===== config.mk =====
export PLATFORM = sky130hd
export DESIGN_NAME = fault_cell_bank
export DESIGN_NICKNAME = d
export VERILOG_FILES = /design/src/rtl/fault_cell_bank.sv
export SDC_FILE = /design/constraint.sdc
export NUM_CORES = 1
export LEC_CHECK = 0
export BUFFER_PORTS_ARGS = -buffer_cell sky130_fd_sc_hd__clkbuf_2
export CORE_ASPECT_RATIO = 0.9
export CORE_MARGIN = 1.5
export CORE_UTILIZATION = 53
export DETAILED_ROUTE_END_ITERATION = 8
export PLACE_DENSITY_LB_ADDON = 0.2
export SKIP_CTS_REPAIR_TIMING = 1
export SLEW_MARGIN = 20
export SYNTH_ARGS = -nofsm -noshare
export SYNTH_HDL_FRONTEND = slang
export SYNTH_SLANG_ARGS = --single-unit

===== constraint.sdc =====
create_clock -name clk -period 2.67 [get_ports clk]
set_input_delay 0.534 -clock clk [delete_from_list [all_inputs] [get_ports clk]]
set_output_delay 0.534 -clock clk [all_outputs]
set_load 0.05 [all_outputs]

===== src/rtl/fault_cell_bank.sv =====
module fault_cell_bank #(
  parameter int N = 8,
  parameter int PW = 4,
  parameter int GATE = 0,
  parameter logic [N-1:0] EN_CELLS = {N{1'b0}}
) (
  input  logic          clk,
  input  logic          rst_n,
  input  logic [N-1:0]  d,
  input  logic [N-1:0]  en,
  output logic [N-1:0]  q,
  input  logic [N-1:0]  comb_a,
  input  logic [N-1:0]  comb_b,
  output logic [N-1:0]  comb_y,
  input  logic [N-1:0]  inj_sel,
  input  logic [N-1:0]  inj_mask,
  input  logic [1:0]    fault_kind,
  input  logic [PW-1:0] pulse_len,
  input  logic [1:0]    half_sel
);
  localparam int HALF = N / 2;
  localparam logic [N-1:0] LO_MASK = {{(N-HALF){1'b0}}, {HALF{1'b1}}};
  localparam logic [N-1:0] HI_MASK = ~LO_MASK;

  logic [N-1:0] region, eff, up_hit, tr_hit, st_hit;

  assign region = (half_sel == 2'b00) ? {N{1'b1}} :
                  (half_sel == 2'b01) ? LO_MASK :
                  (half_sel == 2'b10) ? HI_MASK : {N{1'b0}};
  assign eff    = inj_sel & region;
  assign up_hit = (fault_kind == 2'b01) ? eff : {N{1'b0}};
  assign tr_hit = (fault_kind == 2'b10) ? eff : {N{1'b0}};
  assign st_hit = (fault_kind == 2'b11) ? eff : {N{1'b0}};

  for (genvar i = 0; i < N; i++) begin : g_cell
    logic          qc;
    logic          raw;
    logic [PW-1:0] cnt;

    if (GATE == 0) begin : g_and
      assign raw = comb_a[i] & comb_b[i];
    end else if (GATE == 1) begin : g_or
      assign raw = comb_a[i] | comb_b[i];
    end else begin : g_xor
      assign raw = comb_a[i] ^ comb_b[i];
    end

    if (EN_CELLS[i]) begin : g_ce
      always_ff @(posedge clk or negedge rst_n)
        if (!rst_n)         qc <= 1'b0;
        else if (up_hit[i]) qc <= ~qc;
        else if (en[i])     qc <= d[i];
    end else begin : g_plain
      always_ff @(posedge clk or negedge rst_n)
        if (!rst_n)         qc <= 1'b0;
        else if (up_hit[i]) qc <= ~qc;
        else                qc <= d[i];
    end

    always_ff @(posedge clk or negedge rst_n)
      if (!rst_n)                             cnt <= '0;
      else if (cnt != '0)                     cnt <= cnt - 1'b1;
      else if (tr_hit[i] && pulse_len != '0)  cnt <= pulse_len;

    assign q[i]      = qc;
    assign comb_y[i] = st_hit[i] ? inj_mask[i] : (raw ^ (cnt != '0));
  end
endmodule


; ---- Word level (Yosys, flattened, before mapping)
; Cells that the tools add are included.
[totals]
ff_bits = 40
inputBits = 58
out_inout_bits = 16
wordCells = 118
[op_classes]
add_sub_neg = 8
eq_ne = 5
n_mux = 38
bitwise = 25
n_reduce_logical = 26
[op_table]
columns = operator, count
row1 = $mux 4, 16
row2 = $mux 8, 6
row3 = $reduce_bool 4->1, 9
row4 = $sub 4x1->4 const B, 8
row5 = $mux 1, 16
row6 = $reduce_bool 2->1, 8
row7 = $and 1x1->1, 8
row8 = $and 8x8->8, 1
row9 = $logic_and 1x1->1, 8
row10 = $not 1->1, 8
row11 = $xor 1x1->1, 8
row12 = $eq 2x2->1 const B, 3
row13 = $eq 2x1->1 const B, 2
row14 = $logic_not 2->1, 1

; ---- Depth between registers and ports, before layout
[logic_depth]
ltp_word = 9
ltp_mapped = 6

; ---- Worst setup path after synthesis
; OpenSTA, ideal clock, no wires.
[synth_timing]
path_kind = reg-to-output
from = register g_cell[4].cnt[0]
to = output comb_y[4]
arrival_ns = 1.681
setup_slack_ns = 0.455
stages_incl_launch_ff = 7
path_cell_list = dfrtp_1 -> inv_1 -> ha_1 -> or3b_1 -> clkbuf_1 -> xnor2_1 -> mux2_2
[synth_via]
elab_chain_len = 3
[synth_lines]
columns = element, line_no
row1 = from (decl), 38  ; logic [PW-1:0] cnt;
row2 = from (signal assigned), 62  ; else if (cnt != '0) cnt <= cnt - 1'b1;
row3 = from (signal assigned), 63  ; else if (tr_hit[i] && pulse_len != '0) cnt <= pulse_len;
row4 = $reduce_bool 4->1, 66  ; assign comb_y[i] = st_hit[i] ? inj_mask[i] : (raw ^ (cnt != '0));
row5 = $xor 1x1->1, 66
row6 = $mux 1, 66
row7 = to (decl), 14  ; output logic [N-1:0] comb_y,
; No other way between the ends.

; ---- Worst setup path after layout
; Ends and elaborated chain as after synthesis.

==> flow_summary.yaml <==
global_route:
  grt_max_degree: 30
  grt-ovfl-total: 0
  grt_usage_pct: 26.4
  grt_pass1_vias: 2491
  antenna_found_initial: 0
  grt_pass1_wl_um: 11600
drt:
  wl_per_cell_um: 15.9
  met2_length_um: 3350
  top_layer_used: "met4"
  vias_per_cell: 5.94
  drt_wl_total_um: 6910
  routed-wl-met3_um: 423
  drc: 0
  ant_nets: 0
  wl_met1_um: 3020
  vias: 2585
  first_pass_iters: 4
  drtIter0Drc: 186
layout:
  layout_commonest_cell: "clkbuf_2"
  multi_input_area_sq_um: 1550
  drive_above_1_share_pct: 30.3
  final_util_pct: 65.3
  num-fill-cells: 435
  layout.nets: 436
  fin_cells: 435
  area_delta_synth_final_pct: 17.0
  final-seq-area_sq_um: 1000
  n_antenna_cell: 0
  layout_common_cells: "clkbuf_2, dfrtp_1, nand2b_1"
pwr:
  combPwrFrac_pct: 48.7
  pwr-share-seq_pct: 37.0
  netSwitchingFraction_pct: 41.2
  max-vdd-ir-drop_uv: 498
  leakagePower_nw: 1.42
  switchingPower_w: 0.00127
  internal_power_w: 0.00182
  powerDensity_nw_per_um2: 961
  totalPowerFinal_w: 0.00309
  p_clk_share_pct: 14.3
synth:
  syn_area_sq_um: 2750
  synth_seq_area_share_pct: 36.4
  synth_top_cells_by_area: "dfrtp_1, nand2b_1, o31ai_1"
  yosys.area.top_type: "dfrtp_1"
  yosysUniqueCellTypes: 34
  synth_warnings: 0
  synthCells: 317
  ys_ff_latch: 40
  synth_top_cell_area_share_pct: 36.4
  syn-num-nets: 383
  avgSynthCellArea_sq_um: 8.67
hold_path:
  hp-class: "in -> async"
clock_tree:
  clk_pin_slew_worst_paths_ns: 0.08
  cts_buffers: 5
  cts_buffer_depth: 2
  root_buffer: "clkbuf_8"
  h-tree-depth: 2
  clk_latency_ns: 0.30
  clock_sinks: 40
  cts_tree: "done"
timing:
  period_minus_slack_ns: 2.59
  maxSlewViolCount: 0
  fin_crit_sh_pct: 97.2
  fmax_ghz: 0.385
  timing.final.hold_violations: 0
  rsz0062_at_grt: "yes"
  setup_viol: 0
  tightest_slew_ns: 0.708
  max-slew-margin-rel_pct: 52.8
  fin_skew_ns: 0.0101
place:
  port_buffers: 65
  hpwl_um: 4850
  post-place-cells: 426
  place_congestion: 0.874
outcome:
  status: "finished clean"
worst_setup_path:
  crit_arrival_ns: 2.06
  cp.required_ns: 2.14
  critPathMaxFanout: 7
  crit_type: "reg -> out"
  end_kind: "primary output"
  start_kind: "flip-flop"
job:
  maxCapViolations: 0
floorplanning:
  io_pins: 74
  row_count: 24
  placeableCoreArea_sq_um: 4920
  die_h_um: 71.3
  start_util_pct: 55.8
  die_x_um: 78.9
  die_area_sq_um: 5630
## synthesized netlist by cell type
library cell and count:
dfrtp_1 40, nand2b_1 26, inv_1 24, nand2_1 24, a31oi_1 19, a21oi_1 16, o21ai_0 16, o31ai_1 16
clkbuf_1 15, nor2_1 11, a311oi_1 9, nor2b_1 9, a22oi_1 8, buf_4 8, ha_1 8, mux2_2 8
nor3_1 8, o21bai_1 8, or3b_1 8, xnor2_1 8, a221oi_1 5, nor4_1 3, o22ai_1 3, or2_2 3
a211oi_1 2, a311oi_2 2, and3b_1 2, buf_2 2, and2_1 1, buf_1 1, buf_6 1, clkbuf_2 1
nor4_2 1, or4_4 1
## cells by family (layout without fill, tap and decap cells)
group | after synthesis | in the layout | synth area share (%)
xor gates and xnor gates | 8 | 8 | 2.55
buffers and inverters | 52 | 105 | 8.60
and+or+nand+nor | 97 | 97 | 19.8
AOI/OAI and AO/OA | 104 | 104 | 25.7
muxes | 8 | 8 | 3.28
adders and majority gates | 8 | 8 | 3.64
DFF | 40 | 40 | 36.4
## layer usage
metal / GRT usage (%) / up-vias
met3: 4.71 / 13
li1: - / 1241
met2: 41.7 / 92
met4: 10.3 / 0
met1: 36.4 / 1239
met5: 0 / -
## power by group through the flow
stage | sequential (W) | combinational [W] | clock (W)
after floorplan | 0.00107 | 0.00117 | 0
after global placement | 0.00112 | 0.00135 | 0
after detailed placement | 0.00113 | 0.00142 | 0
after CTS | 0.00113 | 0.00141 | 0.000443
after global routing | 0.00119 | 0.00169 | 0.000468
final | 0.00114 | 0.00151 | 0.000442
## sequential cells by signal, summed over array words and instances (netlist names)
register / count
g_cell.cnt: 32
g_cell.qc: 8
## final cells by class
type	count	area share [%]
clock buffers	7	3.00
well taps	65	2.53
repair buffers	74	12.4
multi-input cells	225	48.1
inverters	24	2.80
flip-flops and latches	40	31.2
## metrics by stage
stage	setup WS (ns)	hold slack [ns]	area [sq um]	setup TNS, ns
floorplan	0.455	0.238	2750	0
global placement	0.312	0.444	3060	0
detailed placement	0.261	0.444	3060	0
CTS	-0.0662	0.125	3160	-0.269
global route	-0.00316	0.145	3220	-0.00352
finish	0.0758	0.119	3220	0
## worst paths after layout
check,startpoint,end,slack [ns],depth (start not counted)
setup reg to reg,g_cell[3].cnt[0],g_cell[3].cnt[0],1.00,5
hold reg to reg,g_cell[4].qc,g_cell[4].qc,0.46,1
hold / removal,rst_n,g_cell[4].cnt[2],0.12,1
max in group asynchronous,rst_n,g_cell[5].cnt[0],1.83,2
setup / recovery,g_cell[4].cnt[0],comb_y[4],0.08,6
min in group clk,g_cell[4].qc,g_cell[4].qc,0.46,1
## worst max-delay path, stage by stage (launching register included)
cell and delay (ns):
dfrtp_2 0.45, inv_1 0.07, ha_2 0.20, or3b_4 0.44, xnor2_1 0.14, mux2_2 0.25, buf_2 0.21
(Power assumes the default switching activity.)
